[config.mk]
export PLATFORM = sky130hd
export DESIGN_NAME = sdclk_gen
export DESIGN_NICKNAME = d
export VERILOG_FILES = /design/src/rtl/sdclk_pkg.sv /design/src/rtl/sdclk_ctrl_reg.sv /design/src/rtl/sdclk_settle.sv /design/src/rtl/sdclk_divider.sv /design/src/rtl/sdclk_gen.sv
export SDC_FILE = /design/constraint.sdc
export NUM_CORES = 1
export LEC_CHECK = 0
export BUFFER_PORTS_ARGS = -buffer_cell sky130_fd_sc_hd__buf_2
export CAP_MARGIN = 0
export CORE_ASPECT_RATIO = 0.7
export CORE_MARGIN = 4
export CORE_UTILIZATION = 49
export CTS_CLUSTER_DIAMETER = 30
export CTS_CLUSTER_SIZE = 25
export DETAILED_ROUTE_END_ITERATION = 12
export GPL_TIMING_DRIVEN = 0
export PLACE_DENSITY_LB_ADDON = 0.08
export SETUP_SLACK_MARGIN = 0.4
export SYNTH_ARGS = -nofsm -noshare
export SYNTH_HDL_FRONTEND = slang
export SYNTH_SLANG_ARGS = --single-unit
[constraint.sdc]
create_clock -name clk -period 2.8 [get_ports clk]
set_clock_uncertainty 0.05 [all_clocks]
set_input_delay 0.14 -clock clk [delete_from_list [all_inputs] [get_ports clk]]
set_output_delay 0.14 -clock clk [all_outputs]
set_load 0.03 [all_outputs]
[src/rtl/sdclk_pkg.sv]
package sdclk_pkg;

   localparam int CW_W   = 16;
   localparam int DIV_W  = 10;

   // Bit positions of the control word
   localparam int B_INTEN = 0;
   localparam int B_READY = 1;
   localparam int B_SDEN  = 2;
   localparam int B_PROG  = 5;
   localparam int B_DHI   = 6;
   localparam int B_DLO   = 8;

   typedef struct packed {
      logic             prog;
      logic [DIV_W-1:0] div;
   } clk_cfg_t;

   function automatic logic [CW_W-1:0] pack_word(input clk_cfg_t c,
                                                 input logic sden,
                                                 input logic ready,
                                                 input logic inten);
      logic [CW_W-1:0] w;
      w = '0;
      w[B_DLO +: 8]  = c.div[7:0];
      w[B_DHI +: 2]  = c.div[DIV_W-1:8];
      w[B_PROG]      = c.prog;
      w[B_SDEN]      = sden;
      w[B_READY]     = ready;
      w[B_INTEN]     = inten;
      return w;
   endfunction

endpackage

[src/rtl/sdclk_ctrl_reg.sv]
module sdclk_ctrl_reg
   import sdclk_pkg::*;
(
   input  logic            clk,
   input  logic            rst_n,
   input  logic            we,
   input  logic [CW_W-1:0] wdata,
   input  logic            card_present,
   input  logic            mult_cap,
   input  logic            preset_sel,
   input  clk_cfg_t        preset_cfg,
   input  logic            ready,
   output clk_cfg_t        cfg,
   output logic            sden,
   output logic            inten,
   output logic [CW_W-1:0] rdata
);

   logic [DIV_W-1:0] div_q;
   logic             prog_q;
   logic             sden_q;
   logic             inten_q;
   logic             unused_wbits;

   assign unused_wbits = ^{wdata[4:3], wdata[B_READY]};

   always_ff @(posedge clk or negedge rst_n) begin
      if (!rst_n) begin
         div_q   <= '0;
         prog_q  <= 1'b0;
         sden_q  <= 1'b0;
         inten_q <= 1'b0;
      end else begin
         if (!card_present)
            sden_q <= 1'b0;
         else if (we)
            sden_q <= wdata[B_SDEN];

         if (we)
            inten_q <= wdata[B_INTEN];

         if (preset_sel) begin
            div_q  <= preset_cfg.div;
            prog_q <= preset_cfg.prog & mult_cap;
         end else if (we) begin
            div_q <= {wdata[B_DHI +: 2], wdata[B_DLO +: 8]};
            if (mult_cap)
               prog_q <= wdata[B_PROG];
         end
      end
   end

   assign cfg.div  = div_q;
   assign cfg.prog = prog_q & mult_cap;
   assign sden     = sden_q;
   assign inten    = inten_q;
   assign rdata    = pack_word(cfg, sden_q, ready, inten_q);

endmodule

[src/rtl/sdclk_settle.sv]
module sdclk_settle #(
   parameter int STABLE_CYCLES = 16
) (
   input  logic clk,
   input  logic rst_n,
   input  logic inten,
   output logic ready
);

   generate
      if (STABLE_CYCLES == 0) begin : g_instant
         logic unused_clk;
         assign unused_clk = clk ^ rst_n;
         assign ready = inten;
      end else begin : g_count
         localparam int CNT_W = $clog2(STABLE_CYCLES + 1);
         localparam logic [CNT_W-1:0] LAST = CNT_W'(STABLE_CYCLES);
         logic [CNT_W-1:0] cnt_q;

         always_ff @(posedge clk or negedge rst_n) begin
            if (!rst_n)
               cnt_q <= '0;
            else if (!inten)
               cnt_q <= '0;
            else if (cnt_q != LAST)
               cnt_q <= cnt_q + 1'b1;
         end

         assign ready = inten && (cnt_q == LAST);
      end
   endgenerate

endmodule

[src/rtl/sdclk_divider.sv]
module sdclk_divider
   import sdclk_pkg::*;
(
   input  logic             clk,
   input  logic             rst_n,
   input  logic             run,
   input  clk_cfg_t         cfg,
   input  logic             mult_tick,
   output logic             sd_clk,
   output logic             active,
   output logic             level,
   output logic [DIV_W-1:0] held_div
);

   clk_cfg_t         act_q;
   logic [DIV_W-1:0] cnt_q;
   logic             running_q;
   logic             out_q;
   logic             gate_q;
   logic             bypass;

   assign bypass = !act_q.prog && (act_q.div == '0);

   always_ff @(posedge clk or negedge rst_n) begin
      if (!rst_n) begin
         act_q     <= '0;
         cnt_q     <= '0;
         running_q <= 1'b0;
         out_q     <= 1'b0;
      end else if (!running_q) begin
         // stopped: latch the new setting, start when allowed
         act_q     <= cfg;
         cnt_q     <= '0;
         running_q <= run;
         out_q     <= run && !cfg.prog && (cfg.div != '0);
      end else if (act_q.prog) begin
         out_q <= 1'b0;
         if (!run) begin
            running_q <= 1'b0;
            cnt_q     <= '0;
         end else if (mult_tick) begin
            if (cnt_q == act_q.div) begin
               cnt_q <= '0;
               out_q <= 1'b1;
            end else begin
               cnt_q <= cnt_q + 1'b1;
            end
         end
      end else if (bypass) begin
         if (!run)
            running_q <= 1'b0;
      end else begin
         if (!run && !out_q) begin
            running_q <= 1'b0;
            cnt_q     <= '0;
         end else if (cnt_q == act_q.div - 1'b1) begin
            cnt_q <= '0;
            out_q <= !out_q;
         end else begin
            cnt_q <= cnt_q + 1'b1;
         end
      end
   end

   // gate for the undivided path changes only while clk is low
   always_ff @(negedge clk or negedge rst_n) begin
      if (!rst_n)
         gate_q <= 1'b0;
      else
         gate_q <= running_q && bypass;
   end

   assign sd_clk   = bypass ? (clk & gate_q) : out_q;
   assign active   = running_q;
   assign level    = out_q;
   assign held_div = act_q.div;

endmodule

[src/rtl/sdclk_gen.sv]
module sdclk_gen
   import sdclk_pkg::*;
#(
   parameter int STABLE_CYCLES = 16
) (
   input  logic             clk,
   input  logic             rst_n,
   input  logic             cfg_we,
   input  logic [CW_W-1:0]  cfg_wdata,
   output logic [CW_W-1:0]  cfg_rdata,
   input  logic             card_present,
   input  logic             mult_cap,
   input  logic             preset_sel,
   input  logic [DIV_W-1:0] preset_div,
   input  logic             preset_prog,
   input  logic             mult_tick,
   output logic             sd_clk
);

   generate
      if (STABLE_CYCLES < 0) begin : g_bad_settle
         $error("sdclk_gen: STABLE_CYCLES must not be negative");
      end
      if (DIV_W != 10 || CW_W != 16) begin : g_bad_layout
         $error("sdclk_gen: control word layout needs a 10-bit divisor in 16 bits");
      end
   endgenerate

   clk_cfg_t         preset_cfg;
   clk_cfg_t         cfg;
   logic             sden;
   logic             inten;
   logic             ready;
   logic             run;
   logic             div_active;
   logic             div_level;
   logic [DIV_W-1:0] div_held;

   assign preset_cfg.div  = preset_div;
   assign preset_cfg.prog = preset_prog;

   sdclk_ctrl_reg u_reg (
      .clk          (clk),
      .rst_n        (rst_n),
      .we           (cfg_we),
      .wdata        (cfg_wdata),
      .card_present (card_present),
      .mult_cap     (mult_cap),
      .preset_sel   (preset_sel),
      .preset_cfg   (preset_cfg),
      .ready        (ready),
      .cfg          (cfg),
      .sden         (sden),
      .inten        (inten),
      .rdata        (cfg_rdata)
   );

   sdclk_settle #(.STABLE_CYCLES(STABLE_CYCLES)) u_settle (
      .clk   (clk),
      .rst_n (rst_n),
      .inten (inten),
      .ready (ready)
   );

   assign run = sden && ready;

   sdclk_divider u_div (
      .clk       (clk),
      .rst_n     (rst_n),
      .run       (run),
      .cfg       (cfg),
      .mult_tick (mult_tick),
      .sd_clk    (sd_clk),
      .active    (div_active),
      .level     (div_level),
      .held_div  (div_held)
   );

endmodule

# == Word-level counts from Yosys, hierarchy flattened ==
# Cells that the tools add are included.
# totals
mem_bits_rw,0
wordCells,76
inputBits,34
n_memories,0
romBits,0
latchBits,0
regBits,42
out_inout_bits,17
# classes
order_cmp,0
mux,31
mul,0
reduce_logical,18
addsub,3
shift,0
bitwise_logic,3
div,0
eq_ne,10
# ops
operator,count
$mux 10,10
$eq 10x10->1,2
$mux 1,19
$add 10x1->10 const B,1
$logic_not 10->1,1
$mux 5,2
$reduce_bool 10->1,1
$sub 10x1->10 const B,1
$ne 3x2->1 const B,3
$logic_and 1x1->1,7
$add 5x1->5 const B,1
$eq 5x5->1 const B,1
$ne 5x5->1 const B,1
$logic_not 1->1,4
$ne 4x4->1 const B,1
$reduce_and 2->1,2
$reduce_bool 2->1,2
$and 1x1->1,3
$reduce_and 3->1,1
$ne 2x1->1 const B,1
$ne 2x2->1 const B,1

# == Depth between registers and ports, before layout ==
# Gate-level depths: netlist of the first run.
# logic_depth
ltp_word,9
mapped_depth,10
mapped_depth_nobuf,8

# == Modules after synthesis ==
# A second synthesis of the first run with hierarchy kept.
# unflattened
hier_cells,274
area_unflattened_um2,2678.8
# modules_own_cells
mod,n_inst,area_each_um2,cells_per_inst
sdclk_divider,1,1636.6,173
sdclk_ctrl_reg,1,742.0,72
sdclk_settle,1,294.0,28
sdclk_gen,1,6.3,1

==> metrics.md, run 1 <==
| Metric | Value |
|---|---|
| Critical path startpoint category | flip-flop |
| Die width | 93.0 um |
| Via count of the first global-routing pass | 2136 |
| Sum of routed wire length over all layers | 6550 um |
| Placeable Area | 4830 um^2 |
| Initial core utilization | 0.512 |
| Final hold violation count | 0 |
| Diodes inserted | 0 |
| Setup repair after global routing missed its margin | true |
| Worst slack after detailed placement | -147 ps |
| Die span in y | 67.5 um |
| Count of flip-flops with a built-in enable after synthesis | 0 |
| Final setup violation count | 0 |
| Antenna violations before repair | 0 |
| Post-detailed-route via-to-cell ratio | 5.41 |
| Commonest cells after routing, fill and taps aside | sky130_fd_sc_hd__buf_2, sky130_fd_sc_hd__dfrtp_1, sky130_fd_sc_hd__nand2_1 |
| Fraction of synthesis flops using an asynchronous set or reset pin | 1.00 |
| Status | finished clean |
| CTS clk-pin slew, worst paths | 80 ps |
| Via count | 2339 |
| Number of placement rows | 21 |
| Congestion Overflow GR | 0 |
| Placed Instance Area | 2820 um^2 |
| Crit Path Category | flip-flop to flip-flop |
| I/O pin count | 51 |
| DP Cell Count | 382 |
| Maximum number of pins on one net before global-route repair | 42 |
| Length of the first detailed-routing pass in iterations | 5 |
| Area enclosed by the die boundary | 6270 um^2 |
| Total half-perimeter wirelength after legalization and detailed placement | 4240 um |
| Leakage | 0.00153 uW |
| Global-route wire length before repair | 10300 um |
| Count of antenna-violating nets left after detailed routing | 0 |
| Remaining DRCs | 0 |
| Average cell area after synthesis | 9.24 um^2 |
| Largest driver fanout on the critical path | 6 |
| Type of the worst min-delay path | input pin to flip-flop |
| Setup slack after layout | 38.0 ps |
| Count of different cell masters after synthesis | 48 |
| Worst skew pair latency | 410 ps |
| Yosys reg bits | 42 |
| Pwr Density | 436 nW/um^2 |
| Nature of the critical path endpoint | flip-flop |
| Ratio of cells with drive above 1 in the final layout | 0.325 |
| Post-Syn Instances | 268 |
| Number of max-cap violations | 0 |
| Per-cell routed wire length | 15.2 um |
| Number of buffers inserted by port buffering | 44 |
| Main synth FF type | sky130_fd_sc_hd__dfrtp_1 |
| Max VDD drop | 0.339 mV |
| Final Slew Violations | 0 |
| Number of cells in the finished layout apart from fillers | 432 |
| Layout-stage area growth over the synthesis result | 39.1% |
| Global placer's final weighted congestion | 0.853 |
| Relative slew slack | 0.539 |
| Design area | 3440 um^2 |
| Part of the Yosys area used for sequential elements | 0.424 |
| Post-layout util | 0.712 |
| Initial DRC count | 129 |
| Post-Syn Area | 2480 um^2 |
| Synth Warn # | 0 |
| Total Nets Final | 400 |
| CTS tree | yes |
| Post-layout power | 1500 uW |
| Transition time at the pin with the least slew margin | 691 ps |
| Data required, critical path | 1810 ps |
| Worst path arrival time | 1770 ps |
| Most common library cell in the layout ignoring fill and taps | sky130_fd_sc_hd__buf_2 |
| Overall fraction of global-route tracks in use | 0.216 |
synthesized netlist by cell type, types with 3 or more instances:
| cell | count | area share |
|---|---|---|
| sky130_fd_sc_hd__mux2_2 | 11 | 0.050 |
| sky130_fd_sc_hd__nor2_1 | 13 | 0.020 |
| sky130_fd_sc_hd__o21a_1 | 3 | 0.0091 |
| sky130_fd_sc_hd__xor2_1 | 5 | 0.018 |
| sky130_fd_sc_hd__o22ai_1 | 5 | 0.013 |
| sky130_fd_sc_hd__nor3_1 | 11 | 0.022 |
| sky130_fd_sc_hd__and2_1 | 4 | 0.010 |
| sky130_fd_sc_hd__clkbuf_1 | 10 | 0.015 |
| sky130_fd_sc_hd__ha_1 | 4 | 0.020 |
| sky130_fd_sc_hd__xnor2_1 | 14 | 0.050 |
| sky130_fd_sc_hd__dfrtp_1 | 41 | 0.41 |
| sky130_fd_sc_hd__nand2_1 | 30 | 0.045 |
| sky130_fd_sc_hd__nand2b_1 | 3 | 0.0076 |
| sky130_fd_sc_hd__a21oi_1 | 3 | 0.0061 |
| sky130_fd_sc_hd__a31oi_1 | 4 | 0.010 |
| sky130_fd_sc_hd__inv_1 | 10 | 0.015 |
| sky130_fd_sc_hd__nor4_1 | 3 | 0.0076 |
| sky130_fd_sc_hd__buf_4 | 5 | 0.015 |
| sky130_fd_sc_hd__nand3_1 | 13 | 0.026 |
| sky130_fd_sc_hd__mux2i_1 | 12 | 0.049 |
| sky130_fd_sc_hd__nand4_1 | 3 | 0.0076 |
| sky130_fd_sc_hd__nor2b_1 | 4 | 0.010 |
| sky130_fd_sc_hd__o21ai_0 | 25 | 0.051 |
logic make-up (layout without fill, tap and decap cells):
kind of cell | after synthesis | in the layout | share of synthesized area
mux | 23 | 23 | 0.0985
fa+ha+maj | 4 | 4 | 0.0202
buf+inv | 27 | 121 | 0.0485
xor+xnor | 19 | 19 | 0.0672
flops | 42 | 42 | 0.424
simple gates | 100 | 100 | 0.210
other cells | 1 | 2 | 0.00151
compound gates | 52 | 52 | 0.130
per-layer routing:
metal,global-route usage,part of all wire
met1,0.308,0.49
met2,0.312,0.45
met3,0.0445,0.047
met4,0.110,0.016
met5,0,0
final timing paths:
| kind | startpoint | end | slack (ps) | depth (start not counted) |
|---|---|---|---|---|
| min in group asynchronous | rst_n | u_div.cnt_q[0]$_DFFE_PN0P_ | 250 | 3 |
| worst min-delay path | cfg_wdata[13] | u_reg.div_q[5]$_DFFE_PN0P_ | 1 | 3 |
| max in group asynchronous | rst_n | u_div.gate_q$_DFF_NN0_ | 1230 | 2 |
| worst min register to register | u_reg.prog_q$_DFFE_PN0P_ | u_reg.prog_q$_DFFE_PN0P_ | 490 | 1 |
| worst max-delay path | u_div.held_div[4]$_DFFE_PN0N_ | u_div.gate_q$_DFF_NN0_ | 40 | 4 |
| worst max register to register | u_div.held_div[4]$_DFFE_PN0N_ | u_div.gate_q$_DFF_NN0_ | 40 | 4 |
power breakdown:
part | internal, uW | switching (uW)
clock | 264 | 237
sequential | 644 | 50.4
combinational | 150 | 157
cell type report:
type / count / area, um^2
fillers: 389 / 1390
plain buffers: 17 / 96.3
well taps: 69 / 86.3
repair buffers: 82 / 581
clock inverters: 2 / 10.0
multi-input cells: 200 / 1460
inverters: 10 / 37.5
clock buffers: 10 / 125
flip-flops and latches: 42 / 1050
flip-flops by register name, summed over array words and instances (netlist names):
register / flops
u_div.act_q: 1
u_div.active: 1
u_div.cnt_q: 10
u_div.gate_q: 1
u_div.held_div: 10
u_div.level: 1
u_reg.div_q: 10
u_reg.inten: 1
u_reg.prog_q: 1
u_reg.sden: 1
u_settle.g_count.cnt_q: 5
per-stage QoR:
step	setup TNS (ps)	hold slack, ps
after floorplan	-12.6	-206
after global placement	-118	286
after detailed placement	-222	294
after CTS	0	5.48
after global routing	0	29.2
final	0	1.29
worst max-delay path: stages, from the launching register on:
cell,delay (ps)
sky130_fd_sc_hd__dfrtp_2,450
sky130_fd_sc_hd__or4_4,610
sky130_fd_sc_hd__nor2_4,130
sky130_fd_sc_hd__nand2_2,50
sky130_fd_sc_hd__nor2_1,110
timing repair:
action | in CTS | in global routing
setup buffers | 9 | 5
hold buffers | 25 | 0
endpoints found under the hold margin | 54 | 0
pin swaps | 3 | 4
resized for setup | 16 | 20
setup endpoints to repair | 16 | 16
gates cloned | 0 | 0
Power figures use the tool's default switching activity.
==> run 2, diff against run 1 <==
ABC_AREA = 1   (was unset)
CORE_UTILIZATION = 37   (was 49)
==> run 2 against run 1 <==
Final cell count up 24%. Synthesized cell count grew 31%. Largest power group unchanged. Largest cell class unchanged. Critical path type is now flip-flop to output port. Sequential cell count is the same. Critical path depth is 1 lower.
==> metrics.md, run 2 <==
| Metric | Value |
|---|---|
| Sum of routed wire length over all layers | 6700 um |
| Maximum number of pins on one net before global-route repair | 42 |
| Critical path startpoint category | flip-flop |
| Uppermost signal routing layer after detailed routing | met4 |
| Commonest cells after routing, fill and taps aside | sky130_fd_sc_hd__nand2_1, sky130_fd_sc_hd__inv_1, sky130_fd_sc_hd__buf_2 |
| Diodes inserted | 0 |
| Worst slack after detailed placement | 224 ps |
| Post-detailed-route via-to-cell ratio | 4.70 |
| Largest driver fanout on the critical path | 1 |
| DP Cell Count | 488 |
| Count of flip-flops with a built-in enable after synthesis | 0 |
| Switching part of the total | 0.303 |
| Area taken by multi-input logic gates | 1260 um^2 |
| Ratio of cells with drive above 1 in the final layout | 0.221 |
| Register Area | 1050 um^2 |
| Yosys reg bits | 42 |
| Crit Path Category | flip-flop to output port |
| Accumulated negative setup slack | 0 ps |
| Pwr Density | 437 nW/um^2 |
| Leakage | 0.00172 uW |
| Main synth FF type | sky130_fd_sc_hd__dfrtp_1 |
| P_int | 1040 uW |
| Initial core utilization | 0.394 |
| CTS clk-pin slew, worst paths | 80 ps |
| Slowest stage cell on the critical path | sky130_fd_sc_hd__dfrtn_1 |
| Met2 WL post-DR | 2960 um |
| Layout-stage area growth over the synthesis result | 34.9% |
| Global placer's final weighted congestion | 0.880 |
| Fraction of post-synthesis cell area in the top cell type by area | 0.405 |
| Most instantiated library cell after synthesis | sky130_fd_sc_hd__nand2_1 |
| Per-cell routed wire length | 12.5 um |
| Fraction of synthesis flops using an asynchronous set or reset pin | 1.00 |
| Final Slew Violations | 0 |
| Total Nets Final | 482 |
| Total half-perimeter wirelength after legalization and detailed placement | 4900 um |
| Part of the Yosys area used for sequential elements | 0.415 |
| Via count of the first global-routing pass | 2524 |
| Ranking of synthesized cells by instance count | sky130_fd_sc_hd__nand2_1, sky130_fd_sc_hd__inv_1, sky130_fd_sc_hd__dfrtp_1 |
| Clock power share | 0.335 |
| Global-route wire length before repair | 11800 um |
| Setup repair after global routing missed its margin | true |
| Fillers | 673 |
| Status | finished clean |
| Relative slew slack | 0.568 |
| Count of different cell masters after synthesis | 34 |
| Largest cells by area after synthesis | sky130_fd_sc_hd__dfrtp_1, sky130_fd_sc_hd__nand2_1, sky130_fd_sc_hd__inv_1, sky130_fd_sc_hd__nand3_1, sky130_fd_sc_hd__o21ai_0 |
| Max VDD drop | 0.211 mV |
| Remaining DRCs | 0 |
| I/O pin count | 51 |
| Average cell area after synthesis | 7.21 um^2 |
| Transition time at the pin with the least slew margin | 645 ps |
| Number of buffers inserted by port buffering | 45 |
| CTS tree | yes |
| Number of cells in the finished layout apart from fillers | 535 |
| Post-Syn Instances | 351 |
| Most common library cell in the layout ignoring fill and taps | sky130_fd_sc_hd__nand2_1 |
| Length of the first detailed-routing pass in iterations | 4 |
| Type of the worst min-delay path | input pin to flip-flop |
| Final setup violation count | 0 |
| Initial DRC count | 100 |
| Switching power of the nets | 452 uW |
| Placeable Area | 6430 um^2 |
| Antenna violations before repair | 0 |
| Overall fraction of global-route tracks in use | 0.181 |
| Routed length on met1 | 3360 um |
| Count of antenna-violating nets left after detailed routing | 0 |
| Cell taking the most area after synthesis | sky130_fd_sc_hd__dfrtp_1 |
| Area enclosed by the die boundary | 8250 um^2 |
| Critical path cell sequence | nand2_1 -> o21ai_2 -> buf_6 |
| Data required, critical path | 2610 ps |
| Delay of the slowest critical-path stage | 390 ps |
| Portion of total power attributed to sequential cells | 0.453 |
| Number of max-cap violations | 0 |
| Via count | 2513 |
| Synth Warn # | 0 |
| Congestion Overflow GR | 0 |
| Worst path arrival time | 2520 ps |
| Setup slack after layout | 88.7 ps |
| Total met3 wirelength after detailed routing | 347 um |
| Number of placement rows | 24 |
| Post-Syn Area | 2530 um^2 |
| Die width | 107 um |
| Worst skew pair latency | 400 ps |
| Nature of the critical path endpoint | output port |
| Final hold violation count | 0 |
| Die span in y | 77.2 um |
| Logic gate share of total power | 0.212 |
run 2: area by class of cell:
| cell class | instances | share of cell area |
|---|---|---|
| Multi-Input combinational cell | 245 | 0.369 |
| Buffer | 9 | 0.0179 |
| Tap cell | 91 | 0.0333 |
| Timing Repair Buffer | 81 | 0.170 |
| Clock inverter | 2 | 0.00439 |
| Clock buffer | 9 | 0.0355 |
| Sequential cell | 42 | 0.308 |
| Inverter | 56 | 0.0615 |
run 2: worst max-delay path, delay by kind of cell (launching register included):
family	cells	cell delay, ps
AOI/OAI and AO/OA	1	120
buffers and inverters	1	140
DFF	1	390
and+or+nand+nor	1	60
run 2: power by group through the flow:
stage                 sequential, uW  combinational (uW)  clock (uW)
after CTS                        676                 308         519
after global routing             683                 356         546
final                            677                 316         500
run 2: metrics by stage:
stage | hold WS (ps) | area [um^2] | utilization | power [uW]
2_1_floorplan | -206 | 2560 | - | 847
3_3_place_gp | 303 | 2900 | 0.451 | 936
3_5_place_dp | 303 | 2900 | 0.451 | 938
4_1_cts | 58.8 | 3390 | 0.527 | 1500
5_1_grt | 65.8 | 3420 | 0.532 | 1580
6_report | 62.2 | 3420 | 0.532 | 1490
run 2: final timing paths:
kind                       cells past startpoint                                     to                           from  slack, ps
setup / recovery                               3                                 sd_clk         u_div.gate_q$_DFF_NN0_         90
hold / removal                                 3               u_reg.prog_q$_DFFE_PN0P_                   cfg_wdata[5]         60
setup reg to reg                               6                 u_div.gate_q$_DFF_NN0_  u_div.held_div[1]$_DFFE_PN0N_        410
hold reg to reg                                1               u_reg.prog_q$_DFFE_PN0P_       u_reg.prog_q$_DFFE_PN0P_        450
max in group asynchronous                      2                 u_div.gate_q$_DFF_NN0_                          rst_n       1260
min in group asynchronous                      3  u_settle.g_count.cnt_q[4]$_DFFE_PN0N_                          rst_n        220
run 2: cells by family (layout without fill, tap and decap cells):
family / Yosys count / after routing / share of synthesized area
compound gates: 46 / 46 / 0.104
xor+xnor: 4 / 4 / 0.0138
fa+ha+maj: 4 / 4 / 0.0198
buf+inv: 65 / 157 / 0.107
flops: 42 / 42 / 0.415
mux: 1 / 1 / 0.00445
other cells: 1 / 2 / 0.00148
simple gates: 188 / 188 / 0.334
run 2: per-layer routing:
metal	vias up	global-route usage
met3	4	0.0562
li1	1290	-
met1	1181	0.259
met5	-	0
met2	38	0.269
met4	0	0.0383
run 2: timing repair:
item / CTS / global route
resized for setup: 7 / 2
endpoints found under the setup margin: 3 / 3
hold endpoints to repair: 55 / 0
pin swaps: 2 / 2
hold buffers: 29 / 0
setup buffers: 5 / 3
